**src/rtl/xcvr_pkg.sv**
```systemverilog
package xcvr_pkg;
  typedef enum logic [1:0] {
    ST_HOLD    = 2'd0,
    ST_FOLLOW  = 2'd1,
    ST_CAPTURE = 2'd2
  } store_op_e;
endpackage

```
**src/rtl/xcvr_rst_sync.sv**
```systemverilog
module xcvr_rst_sync #(
  parameter int STAGES = 2
) (
  input  logic clk,
  input  logic rst_n,
  output logic rst_q_n
);
  logic [STAGES-1:0] sync_q;

  always_ff @(posedge clk or negedge rst_n) begin
    if (!rst_n) sync_q <= '0;
    else        sync_q <= {sync_q[STAGES-2:0], 1'b1};
  end

  assign rst_q_n = sync_q[STAGES-1];
endmodule

```
**src/rtl/xcvr_keeper.sv**
```systemverilog
module xcvr_keeper #(
  parameter int W        = 18,
  parameter bit BUS_HOLD = 1'b1
) (
  input  logic         clk,
  input  logic         rst_ni,
  input  logic [W-1:0] pin,
  input  logic [W-1:0] vld,
  output logic [W-1:0] res
);
  generate
    if (BUS_HOLD) begin : g_hold
      logic [W-1:0] hold_q;
      logic [W-1:0] hold_d;

      always_comb begin
        for (int i = 0; i < W; i++) begin
          hold_d[i] = vld[i] ? pin[i] : hold_q[i];
        end
      end

      always_ff @(posedge clk or negedge rst_ni) begin
        if (!rst_ni) hold_q <= '0;
        else         hold_q <= hold_d;
      end

      assign res = hold_d;

      AST_KEEPER_STABLE: assert property (@(posedge clk) disable iff (!rst_ni)
        (vld == '0) |=> $stable(hold_q));
    end else begin : g_wire
      logic [W-1:0] vld_unused;
      assign vld_unused = vld;
      assign res = pin;
    end
  endgenerate
endmodule

```
**src/rtl/xcvr_store.sv**
```systemverilog
module xcvr_store
  import xcvr_pkg::*;
#(
  parameter int W = 18
) (
  input  logic         clk,
  input  logic         rst_ni,
  input  logic         le,
  input  logic         cp,
  input  logic [W-1:0] din,
  output logic [W-1:0] dout
);
  logic         cp_q;
  logic         cp_rise;
  store_op_e    op;
  logic         st_en;
  logic [W-1:0] st_d;
  logic [W-1:0] st_q;

  // edge detector: previous level reads high out of reset
  always_ff @(posedge clk or negedge rst_ni) begin
    if (!rst_ni) cp_q <= 1'b1;
    else         cp_q <= cp;
  end
  assign cp_rise = cp & ~cp_q;

  always_comb begin
    op = ST_HOLD;
    if (le)           op = ST_FOLLOW;
    else if (cp_rise) op = ST_CAPTURE;
    st_en = (op != ST_HOLD);
    st_d  = din;
  end

  always_ff @(posedge clk or negedge rst_ni) begin
    if (!rst_ni)    st_q <= '0;
    else if (st_en) st_q <= st_d;
  end

  assign dout = le ? din : st_q;

  AST_FOLLOW_TRACKS: assert property (@(posedge clk) disable iff (!rst_ni)
    le |=> (st_q == $past(din)));
  AST_STEADY_HOLDS: assert property (@(posedge clk) disable iff (!rst_ni)
    (!le && !cp) |=> $stable(st_q));
  AST_RISE_LOADS: assert property (@(posedge clk) disable iff (!rst_ni)
    (!le && cp && !cp_q) |=> (st_q == $past(din)));
endmodule

```
**src/rtl/bidir_reg_xcvr.sv**
```systemverilog
module bidir_reg_xcvr #(
  parameter int W        = 18,
  parameter bit BUS_HOLD = 1'b1
) (
  input  logic         clk,
  input  logic         rst_n,
  input  logic [W-1:0] a_in,
  input  logic [W-1:0] a_in_vld,
  output logic [W-1:0] a_out,
  output logic [W-1:0] a_oe,
  input  logic [W-1:0] b_in,
  input  logic [W-1:0] b_in_vld,
  output logic [W-1:0] b_out,
  output logic [W-1:0] b_oe,
  input  logic         ab_le,
  input  logic         ab_cp,
  input  logic         ab_oe,
  input  logic         ba_le,
  input  logic         ba_cp,
  input  logic         ba_oe_n
);
  localparam int RST_STAGES = 2;

  logic         rst_q_n;
  logic [W-1:0] a_res;
  logic [W-1:0] b_res;
  logic         b_drive;
  logic         a_drive;

  xcvr_rst_sync #(.STAGES(RST_STAGES)) u_rst (
    .clk(clk), .rst_n(rst_n), .rst_q_n(rst_q_n)
  );

  xcvr_keeper #(.W(W), .BUS_HOLD(BUS_HOLD)) u_keep_a (
    .clk(clk), .rst_ni(rst_q_n), .pin(a_in), .vld(a_in_vld), .res(a_res)
  );

  xcvr_keeper #(.W(W), .BUS_HOLD(BUS_HOLD)) u_keep_b (
    .clk(clk), .rst_ni(rst_q_n), .pin(b_in), .vld(b_in_vld), .res(b_res)
  );

  xcvr_store #(.W(W)) u_ab (
    .clk(clk), .rst_ni(rst_q_n), .le(ab_le), .cp(ab_cp), .din(a_res), .dout(b_out)
  );

  xcvr_store #(.W(W)) u_ba (
    .clk(clk), .rst_ni(rst_q_n), .le(ba_le), .cp(ba_cp), .din(b_res), .dout(a_out)
  );

  assign b_drive = ab_oe & rst_q_n;
  assign a_drive = ~ba_oe_n & rst_q_n;
  assign b_oe    = {W{b_drive}};
  assign a_oe    = {W{a_drive}};

  AST_OE_OFF_IN_RESET: assert property (@(posedge clk)
    !rst_n |-> ((a_oe == '0) && (b_oe == '0)));
endmodule

```
**config.mk**
```make
export PLATFORM = sky130hd
export DESIGN_NAME = bidir_reg_xcvr
export DESIGN_NICKNAME = d
export VERILOG_FILES = /design/src/rtl/xcvr_pkg.sv /design/src/rtl/xcvr_rst_sync.sv /design/src/rtl/xcvr_keeper.sv /design/src/rtl/xcvr_store.sv /design/src/rtl/bidir_reg_xcvr.sv
export SDC_FILE = /design/constraint.sdc
export NUM_CORES = 1
export LEC_CHECK = 0
export BUFFER_PORTS_ARGS = -buffer_cell sky130_fd_sc_hd__buf_2
export CAP_MARGIN = 20
export CORE_MARGIN = 2
export CORE_UTILIZATION = 48
export DETAILED_ROUTE_END_ITERATION = 8
export PLACE_DENSITY = 0.84
export SLEW_MARGIN = 5
export SYNTH_ARGS = -nofsm -noshare
export SYNTH_HDL_FRONTEND = slang
export SYNTH_SLANG_ARGS = --single-unit
```
**constraint.sdc**
```tcl
create_clock -name clk -period 4.3 [get_ports clk]
set_input_delay 0.86 -clock clk [delete_from_list [all_inputs] [get_ports clk]]
set_output_delay 0.86 -clock clk [all_outputs]
set_load 0.01 [all_outputs]
```
Word level (Yosys, flattened, before mapping)
Cells that the tools add are included.
Storage, ports and cells
  bits in registers: 76
  input port bits: 80
  output and inout port bits: 72
  word-level logic and storage cells: 58
Cells by class
  muxes and demuxes: 42
  bitwise operators: 7
  reduce and logical (&&, ||, !) cells: 2
Operators by type and width (count)
  $mux 1: 36
  $mux 18: 2
  $mux 2: 4
  $and 1x1->1: 4
  $reduce_bool 2->1: 2
  $not 1->1: 3

Longest topological paths before layout
Gate-level depths: netlist (run 1).
  depth after elaboration: 5
  gate-level depth with buffers: 4
  depth with buffers taken out: 3

Modules after synthesis
From an unflattened synthesis (run 1), not the netlist that was laid out.
Second synthesis, totals
  cell total of the unflattened synthesis: 233
  area total of the unflattened synthesis: 3737.3 um^2
Modules (own cells, without submodules)
  xcvr_store: times used 2, cells an instance 60, area an instance 975.9 um^2, sequential area each 476.7 um^2
  xcvr_keeper: times used 2, cells an instance 36, area an instance 720.7 um^2, sequential area each 450.4 um^2
  bidir_reg_xcvr: times used 1, cells an instance 38, area an instance 290.3 um^2, sequential area each 0.0 um^2
  xcvr_rst_sync: times used 1, cells an instance 3, area an instance 53.8 um^2, sequential area each 50.0 um^2

Least setup slack after synthesis (run 1)
OpenSTA, ideal clock, no wires.
  kind: register -> output
  from: register u_rst.sync_q[1]
  to: output port a_oe[0]
  arrival time: 2.952 ns
  data required time: 3.440 ns
  setup slack: 0.488 ns
  cell stages (with the launch flop): 3
  buffers on the path: 1
  cell sequence: dfrtp_1 nor2b_1 buf_4
On the way
  word-level cells in the longest chain between the ends: 1
Ends and longest elaborated chain
  from (decl): line xcvr_rst_sync.sv:8  | logic [STAGES-1:0] sync_q;
  from (signal assigned): line xcvr_rst_sync.sv:12  | else sync_q <= {sync_q[STAGES-2:0], 1'b1};
  $and 1x1->1: line bidir_reg_xcvr.sv:51  | assign a_drive = ~ba_oe_n & rst_q_n;
  to (decl): line bidir_reg_xcvr.sv:10  | output logic [W-1:0] a_oe,
No other way between the ends.

Worst setup path after layout (run 1)
  from: input port ba_le
  to: output port a_out[12]
On the way
  word-level cells in the longest chain between the ends: 1
Ends and longest elaborated chain
  from (decl): line bidir_reg_xcvr.sv:18  | input logic ba_le,
  $mux 18: line xcvr_store.sv:40  | assign dout = le ? din : st_q;
  to (decl): line bidir_reg_xcvr.sv:9  | output logic [W-1:0] a_out,
No other way between the ends.

==> results of run 1 <==
[placed cells by master, fill, tap and decap left out, types with 2 or more instances in the layout]
| cell type | synthesis | routed |
|---|---|---|
| sky130_fd_sc_hd__a21oi_4 | 2 | 2 |
| sky130_fd_sc_hd__clkbuf_8 | 0 | 9 |
| sky130_fd_sc_hd__dfstp_2 | 2 | 2 |
| sky130_fd_sc_hd__clkbuf_1 | 0 | 2 |
| sky130_fd_sc_hd__clkinvlp_4 | 0 | 3 |
| sky130_fd_sc_hd__inv_1 | 2 | 2 |
| sky130_fd_sc_hd__buf_2 | 2 | 151 |
| sky130_fd_sc_hd__mux2_2 | 88 | 88 |
| sky130_fd_sc_hd__mux2_4 | 20 | 20 |
| sky130_fd_sc_hd__dfrtp_1 | 74 | 73 |
[flip-flops by register name, summed over array words and instances, names as in the netlist]
| signal | flops |
|---|---|
| u_keep_b.g_hold.hold_q | 18 |
| u_keep_a.g_hold.hold_q | 18 |
| u_ba.cp_q | 1 |
| u_ba.st_q | 18 |
| u_ab.cp_q | 1 |
| u_ab.st_q | 18 |
| u_rst.sync_q | 2 |
[worst max-delay path, stage by stage]
cell                     delay (ns)
sky130_fd_sc_hd__buf_2         0.40
sky130_fd_sc_hd__mux2_2        0.40
sky130_fd_sc_hd__buf_2         0.14
[cell families after synthesis]
kind of cell / Yosys count / synth area share, %
muxes: 108 / 35.9
DFF: 76 / 53.0
AOI/OAI and AO/OA: 2 / 0.905
other: 1 / 0.104
buffers and inverters: 44 / 9.75
and+or+nand+nor: 2 / 0.348
[cells in the mapped netlist (all sizes together)]
master / number
buf: 42
and2: 1
conb: 1
inv: 2
mux2: 108
dfrtp: 74
dfstp: 2
nor2b: 1
a21oi: 2
[where the power goes]
part	internal, mW	switching [mW]
Sequential	0.801	0.0350
Combinational	0.205	0.156
Clock	0.270	0.264
Total	1.28	0.455
[final timing paths]
path | to | cells after the start | slack [ns] | from
min | u_rst.sync_q[1] | 1 | 0.29 | rst_n
max | a_out[12] | 3 | 1.63 | ba_le
min in group clk | u_rst.sync_q[1] | 0 | 0.35 | u_rst.sync_q[0]
min reg2reg | u_rst.sync_q[1] | 0 | 0.35 | u_rst.sync_q[0]
max reg2reg | u_ba.st_q[6] | 3 | 2.59 | u_ba.cp_q
max in group asynchronous | u_ba.st_q[16] | 1 | 3.14 | u_rst.sync_q[1]
[routing by layer]
| layer | up-vias | routed length, µm | track usage [%] |
|---|---|---|---|
| met3 | 10 | 614 | 5.84 |
| met1 | 1077 | 2560 | 18.7 |
| met4 | 0 | 108 | 6.79 |
| met5 | - | 0 | 0 |
| met2 | 113 | 3200 | 28.5 |
| li1 | 1017 | - | - |
[per-stage QoR]
step	worst slack [ns]	std cells	hold WS [ns]	util, %
after CTS	1.61	458	0.271	59.8
after global placement	1.59	442	0.336	57.1
final	1.63	458	0.288	59.8
after floorplan	0.488	233	0.331	-
after detailed placement	1.62	442	0.337	57.1
after global routing	1.54	458	0.271	59.8
[cell type report]
| type | count | share of cell area (%) |
|---|---|---|
| Tap cell | 99 | 2.86 |
| Sequential cell | 76 | 44.0 |
| Inverter | 2 | 0.173 |
| Clock buffer | 11 | 3.03 |
| Clock inverter | 5 | 1.41 |
| Timing Repair Buffer | 152 | 17.6 |
| Multi-Input combinational cell | 113 | 30.9 |
==> results.json, run 1 <==
{
  "status": "finished clean",
  "final_period_minus_worst_setup_slack_ns": 2.67,
  "vdd.ir_drop.worst_mv": 0.243,
  "floorplan.initialDensity_pct": 49.6,
  "power_density_of_the_placed_cells_mw_per_mm2": 400,
  "gpl.final_weighted_congestion": 0.693,
  "cts.clk_slew.worst_paths_ns": 0.07,
  "unrepaired_setup_endpoints_after_global_routing": "no",
  "finalPower_mw": 1.73,
  "synth.cell_area_mm2": 0.00359,
  "clock_latency_ns": 0.35,
  "port_buffers": 151,
  "pin_slew_with_the_least_headroom_to_its_limit_ns": 0.909,
  "grt_start_max_net_pins": 75,
  "final.setup_skew_ns": 0.00904,
  "dominant_cells_by_area_after_synthesis": "sky130_fd_sc_hd__dfrtp_1 52%, sky130_fd_sc_hd__mux2_2 28%, sky130_fd_sc_hd__mux2_4 8.4%",
  "antenna_violations_before_repair": 0,
  "boundaryPins": 152,
  "vias": 2217,
  "clock_tree_from_tritoncts": "built",
  "grt_use_total_pct": 16.6,
  "synth_warnings": 0,
  "clock_sink_count": 76,
  "cts_resized": 0,
  "timing.final.hold_violations": 0,
  "clock_tree.htree_level_count": 3,
  "grt_pass1_wl_mm": 10.7,
  "synth_largest_type_area_fraction_pct": 51.5,
  "synthesis.instances": 233,
  "cell_type_with_the_largest_total_area_after_synthesis": "sky130_fd_sc_hd__dfrtp_1",
  "finalCritPeriodShare_pct": 62.2,
  "post_cts_setup_buffer_count": 0,
  "regArea_mm2": 0.00191,
  "worstSetupPathType": "in -> out",
  "synth.ff_latch_count": 76,
  "cp_max_fo": 19,
  "ctsRootBufferMaster": "sky130_fd_sc_hd__clkbuf_8",
  "fillCellCount": 590,
  "via_count_of_the_first_global_routing_pass": 2341,
  "post_synthesis_sequential_area_ratio_pct": 53.0,
  "cp-end-kind": "output pin",
  "area_growth_syn_to_layout_pct": 20.6,
  "cts_inserted_buffers": 9,
  "post_cts_hold_buffer_count": 0,
  "dpl.hpwl_mm": 4.68,
  "antenna_cells": 0,
  "fin_area_mm2": 0.00434,
  "number_of_failing_setup_endpoints_in_the_final_timing_report": 0,
  "routed_via_density": 4.84,
  "yosysUniqueCellTypes": 13,
  "layout.nets": 434,
  "placed_cell_area_mm2": 0.00414,
  "total_leakage_power_nw": 2.13,
  "grt-ovfl-total": 0,
  "dr.first_iter.drc_count": 18,
  "die_width_um": 90.5,
  "clk_path_buf_depth": 2,
  "critical_path_required_ns": 3.44,
  "ratio_of_cells_with_drive_above_1_in_the_final_layout_pct": 77.7,
  "tns_ns": 0,
  "die-area_mm2": 0.00820,
  "hold_path_class": "in -> async",
  "synth.net_count": 313,
  "timing.slew.headroom_pct": 39.4,
  "multi_input_comb_area_mm2": 0.00134,
  "finalWirelength_mm": 6.48,
  "avgSynthCellArea_um2": 15.4,
  "worstPathArrival_ns": 1.81,
  "cap_violations": 0,
  "route.detailed.wl_per_inst_um": 14.2,
  "rows": 31,
  "timing.final.max_slew_violations": 0,
  "first_pass_iters": 3,
  "postRouteAntennaNets": 0,
  "remaining_drcs": 0,
  "dieHeight_um": 90.5,
  "critPathLaunchType": "input pin",
  "core_area_mm2": 0.00725,
  "max_clock_freq_mhz": 374
}
Power figures use the tool's default switching activity.
==> run 2, diff against run 1 <==
CORE_UTILIZATION = 43   (was 48)
PLACE_DENSITY = 0.8   (was 0.84)
clock period = 2.4 ns   (was 4.3 ns; I/O delays follow)
==> results.json, run 2 (same netlist as run 1, synthesis figures left out) <==
{
  "critical_path_required_ns": 1.92,
  "dpl.hpwl_mm": 4.76,
  "die_width_um": 95.4,
  "clock_tree_from_tritoncts": "built",
  "clock_tree.htree_level_count": 3,
  "rows": 33,
  "setup_ws_ns": 0.455,
  "floorplan.initialDensity_pct": 44.0,
  "fillCellCount": 697,
  "cts_inserted_buffers": 9,
  "post_cts_setup_buffer_count": 0,
  "mostFrequentLayoutCell": "sky130_fd_sc_hd__buf_2",
  "timing.final.hold_violations": 0,
  "worstSetupPathType": "in -> out",
  "status": "finished clean",
  "timing.slew.headroom_pct": 39.2,
  "grt_use_total_pct": 14.7,
  "dr.first_iter.drc_count": 14,
  "route.detailed.wl_per_inst_um": 14.2,
  "cts_resized": 0,
  "finalCritPeriodShare_pct": 81.1,
  "vdd.ir_drop.worst_mv": 0.366,
  "boundaryPins": 152,
  "first_pass_iters": 3,
  "via_count_of_the_first_global_routing_pass": 2173,
  "layout.nets": 438,
  "multi_input_comb_area_mm2": 0.00134,
  "grt_start_max_net_pins": 74,
  "cap_violations": 0,
  "power_density_of_the_placed_cells_mw_per_mm2": 713,
  "tns_ns": 0,
  "area_growth_syn_to_layout_pct": 22.3,
  "final_period_minus_worst_setup_slack_ns": 1.95,
  "finalWirelength_mm": 6.64,
  "cts.clk_slew.worst_paths_ns": 0.08,
  "crit-reg2reg-launch": "u_ab.cp_q",
  "max_clock_freq_mhz": 514,
  "postRouteAntennaNets": 0,
  "die-area_mm2": 0.00911,
  "rr_endpoint": "u_ab.st_q[8]",
  "post-place-ws_ns": 0.442,
  "layout.cells.most_common_list": "151 x sky130_fd_sc_hd__buf_2, 88 x sky130_fd_sc_hd__mux2_2, 73 x sky130_fd_sc_hd__dfrtp_1",
  "antenna_violations_before_repair": 0,
  "clk_path_buf_depth": 2,
  "worst_r2r_path_depth": 4,
  "critPathLaunchType": "input pin",
  "pin_slew_with_the_least_headroom_to_its_limit_ns": 0.912,
  "port_buffers": 151,
  "cp-end-kind": "output pin",
  "unrepaired_setup_endpoints_after_global_routing": "no",
  "hold_path_class": "reg -> async",
  "routed_via_density": 4.73,
  "dieHeight_um": 95.4,
  "number_of_failing_setup_endpoints_in_the_final_timing_report": 0,
  "vias": 2213,
  "fin_util_pct": 53.8,
  "core_area_mm2": 0.00818,
  "remaining_drcs": 0,
  "ctsRootBufferMaster": "sky130_fd_sc_hd__clkbuf_8",
  "final.setup_skew_ns": 0.0107,
  "clock_latency_ns": 0.34,
  "timing.final.max_slew_violations": 0,
  "post_cts_hold_buffer_count": 1,
  "clock_sink_count": 76,
  "numPlacedInstances": 451,
  "regArea_mm2": 0.00191,
  "grt_pass1_wl_mm": 10.2,
  "fin_cells": 468,
  "grt-ovfl-total": 0,
  "antenna_cells": 0,
  "reg2reg_setup_slack_ns": 0.75,
  "worstPathArrival_ns": 1.47,
  "gpl.final_weighted_congestion": 0.680,
  "cp_max_fo": 19,
  "ratio_of_cells_with_drive_above_1_in_the_final_layout_pct": 78.2,
  "total_leakage_power_nw": 2.17
}
[run 2: cell types whose count changed in the layout (fill, tap and decap cells not counted), sizes merged]
| cell | change |
|---|---|
| buf | +3 |
| clkbuf | -1 |
| clkinv | +3 |
| clkinvlp | -1 |
| dlygate4sd3 | +1 |
| inv | -1 |
[run 2: area by class of cell]
cell class                 instances  share of cell area (%)
multi-input combinational        113                    30.5
clock inverter                     6                    1.45
inverter                           2                   0.171
clock buffer                      10                    3.13
tap                              105                    2.99
timing repair buffer             156                    18.4
sequential                        76                    43.4
[run 2: critical path, stage by stage]
cell and delay [ns]:
sky130_fd_sc_hd__buf_2 0.43, sky130_fd_sc_hd__mux2_2 0.41, sky130_fd_sc_hd__buf_2 0.14
[run 2: worst max path at each step]
stage	slack, ns	startpoint	end
floorplan	0.01	u_rst.sync_q[1]	a_oe[0]
global placement	0.45	ba_le	a_out[12]
detailed placement	0.44	ab_le	b_out[8]
CTS	0.44	ab_le	b_out[8]
global route	0.39	u_rst.sync_q[1]	b_oe[9]
finish	0.45	ab_le	b_out[8]
[run 2: report_power, final]
part | switching [mW] | internal, mW
clock network | 0.472 | 0.507
logic | 0.283 | 0.375
registers | 0.0626 | 1.44
[run 2: routing by layer]
metal	track usage, %	vias up	routed length, µm
met2	26.5	105	3360
met5	0	-	0
li1	-	1025	-
met1	17.0	1079	2700
met4	3.21	0	44
met3	4.98	4	537
[run 2: stage by stage]
stage	total power [mW]	area, µm²	hold WS [ns]
2_1_floorplan	1.98	3600	0.184
3_3_place_gp	2.17	4190	0.0901
3_5_place_dp	2.19	4190	0.0919
4_1_cts	3.19	4400	0.0987
5_1_grt	3.31	4400	0.107
6_report	3.13	4400	0.0860
==> run 3, diff against run 2 <==
ABC_AREA = 1   (was default)
CORE_UTILIZATION = 44   (was 43)
PLACE_DENSITY = 0.81   (was 0.8)
clock period = 1.6 ns   (was 2.4 ns; I/O delays follow)
==> results.json, run 3 <==
{
  "finalCritPeriodShare_pct": 98.5,
  "synth_most_common_cell": "sky130_fd_sc_hd__nand2_1",
  "antenna_violations_before_repair": 0,
  "yosysUniqueCellTypes": 13,
  "cp-end-kind": "output pin",
  "worstSetupPathType": "reg -> out",
  "finalPower_mw": 4.70,
  "switching_power_mw": 1.29,
  "floorplan.initialDensity_pct": 45.8,
  "ctsRootBufferMaster": "sky130_fd_sc_hd__clkbuf_8",
  "finalWirelength_mm": 8.17,
  "clock_latency_ns": 0.34,
  "fin_util_pct": 56.1,
  "dieHeight_um": 96.9,
  "synth.ff_latch_count": 76,
  "rr_endpoint": "u_ab.st_q[3]",
  "routed_via_density": 4.65,
  "reg2reg_setup_slack_ns": 0.39,
  "gpl.final_weighted_congestion": 0.817,
  "clock_sink_count": 76,
  "remaining_drcs": 0,
  "postRouteAntennaNets": 0,
  "dr.first_iter.drc_count": 121,
  "via_count_of_the_first_global_routing_pass": 3215,
  "critical_path_required_ns": 1.28,
  "cap_violations": 0,
  "final.setup_skew_ns": 0.00766,
  "route.detailed.wl_per_inst_um": 11.2,
  "boundaryPins": 152,
  "synth_edf_count": 0,
  "core_area_mm2": 0.00830,
  "cts_inserted_buffers": 9,
  "grt_use_total_pct": 18.0,
  "max_clock_freq_mhz": 635,
  "postSynth.topFlopCell": "sky130_fd_sc_hd__dfrtp_1",
  "p_comb_share_pct": 18.5,
  "rows": 33,
  "timing.final.hold_violations": 0,
  "area_growth_syn_to_layout_pct": 22.6,
  "synthesis.instances": 499,
  "worst_r2r_path_depth": 5,
  "total_leakage_power_nw": 2.90,
  "cell_type_with_the_largest_total_area_after_synthesis": "sky130_fd_sc_hd__dfrtp_1",
  "synth.cell_area_mm2": 0.00380,
  "critPathCapture": "b_oe[3]",
  "clock_tree.htree_level_count": 3,
  "synth.top_cells.by_count": "289 x sky130_fd_sc_hd__nand2_1, 74 x sky130_fd_sc_hd__dfrtp_1, 40 x sky130_fd_sc_hd__buf_4, 40 x sky130_fd_sc_hd__inv_1, 36 x sky130_fd_sc_hd__nand3_1",
  "clock_tree_from_tritoncts": "built",
  "die_width_um": 96.9,
  "cp_max_fo": 5,
  "crit-reg2reg-launch": "u_ab.cp_q",
  "synth_warnings": 0,
  "hold_path_class": "in -> reg",
  "clk_path_buf_depth": 2,
  "synth_largest_type_area_fraction_pct": 48.7,
  "critPathLaunchType": "register",
  "die-area_mm2": 0.00940,
  "dominant_cells_by_area_after_synthesis": "sky130_fd_sc_hd__dfrtp_1 49%, sky130_fd_sc_hd__nand2_1 29%, sky130_fd_sc_hd__buf_4 7.9%",
  "p_int_mw": 3.41,
  "synth.net_count": 579,
  "crit_path_from": "u_rst.sync_q[1]",
  "netSwitchingFraction_pct": 27.5,
  "vdd.ir_drop.worst_mv": 0.477,
  "timing.final.max_slew_violations": 0,
  "antenna_cells": 0,
  "clock_power_share_pct": 34.6,
  "worstPathArrival_ns": 1.26,
  "grt_start_max_net_pins": 42,
  "mostFrequentLayoutCell": "sky130_fd_sc_hd__nand2_1",
  "ratio_of_cells_with_drive_above_1_in_the_final_layout_pct": 30.1,
  "port_buffers": 151,
  "number_of_failing_setup_endpoints_in_the_final_timing_report": 0,
  "dpl.hpwl_mm": 5.79,
  "grt_pass1_wl_mm": 14.1,
  "status": "finished clean",
  "power.sequential.fraction_pct": 46.9,
  "first_pass_iters": 4,
  "unrepaired_setup_endpoints_after_global_routing": "yes",
  "layout.nets": 701,
  "power_density_of_the_placed_cells_mw_per_mm2": 1010,
  "post_synthesis_sequential_area_ratio_pct": 50.1,
  "avgSynthCellArea_um2": 7.62,
  "vias": 3392,
  "grt-ovfl-total": 0,
  "layout.cells.most_common_list": "288 x sky130_fd_sc_hd__nand2_1, 147 x sky130_fd_sc_hd__buf_2, 73 x sky130_fd_sc_hd__dfrtp_1",
  "cts.clk_slew.worst_paths_ns": 0.07,
  "final_period_minus_worst_setup_slack_ns": 1.58,
  "asyncSetResetFlopFracSynth_pct": 100
}
==> run 3: metrics by stage <==
step	instance area, µm²	setup TNS [ns]	hold slack, ns	cells	setup slack [ns]
2_1_floorplan	3820	-6.26	0.0244	499	-0.208
3_3_place_gp	4350	0	0.108	709	0.248
3_5_place_dp	4350	0	0.116	709	0.247
4_1_cts	4630	0	0.0856	729	0.0197
5_1_grt	4660	-0.428	0.0866	730	-0.0360
6_report	4660	0	0.105	730	0.0247
==> run 3: power groups by stage <==
stage          combinational (mW)  sequential [mW]  clock (mW)
4_1_cts                     0.874             2.21        1.67
2_1_floorplan               0.572             2.24           0
6_report                    0.869             2.21        1.63
5_1_grt                     0.997             2.23        1.75
3_3_place_gp                0.832             2.23           0
3_5_place_dp                0.858             2.24           0
==> run 3: worst max-delay path: stages (launching register included) <==
cell and delay [ns]:
sky130_fd_sc_hd__dfrtp_4 0.53, sky130_fd_sc_hd__nand2_8 0.11, sky130_fd_sc_hd__clkinvlp_4 0.12, sky130_fd_sc_hd__buf_2 0.15
==> run 3: worst min path at each step <==
| stage | from | endpoint | slack, ns | cells past startpoint |
|---|---|---|---|---|
| floorplan | rst_n | u_rst.sync_q[0] | 0.02 | 0 |
| global placement | rst_n | u_rst.sync_q[0] | 0.11 | 1 |
| detailed placement | rst_n | u_rst.sync_q[0] | 0.12 | 1 |
| CTS | ba_cp | u_ba.cp_q | 0.09 | 1 |
| global route | ab_cp | u_ab.cp_q | 0.09 | 1 |
| finish | ab_cp | u_ab.cp_q | 0.10 | 1 |
==> run 3: cells by family after synthesis <==
family	count (synthesis)	synth area share, %
buffers and inverters	92	14.8
other	1	0.0987
flip-flops	76	50.1
AND/OR/NAND/NOR	330	35.0
==> run 3: layer usage <==
layer / vias to the layer above / routed length (µm) / GRT usage (%)
li1: 1699 / - / -
met1: 1560 / 3360 / 21.7
met2: 123 / 4120 / 31.1
met3: 10 / 542 / 3.40
met4: 0 / 146 / 8.02
met5: - / 0 / 0
==> run 3: final cells by class <==
class                   instances  area, µm²
repair buffers                156        821
well taps                     105        131
inverters                      42        176
repair inverters                3       22.5
clock buffers                  11        151
multi-input cells             333       1380
flip-flops and latches         76       1910
clock inverters                 4       72.6
fillers                       772       3640
==> run 3: what timing repair did <==
| action | CTS | global route |
|---|---|---|
| hold buffers | 1 | 0 |
| gates resized for setup | 6 | 4 |
| hold endpoints to repair | 2 | 0 |
| setup endpoints to repair | 36 | 19 |
| setup buffers | 0 | 0 |
| gates cloned | 4 | 1 |
| pin swaps | 1 | 1 |
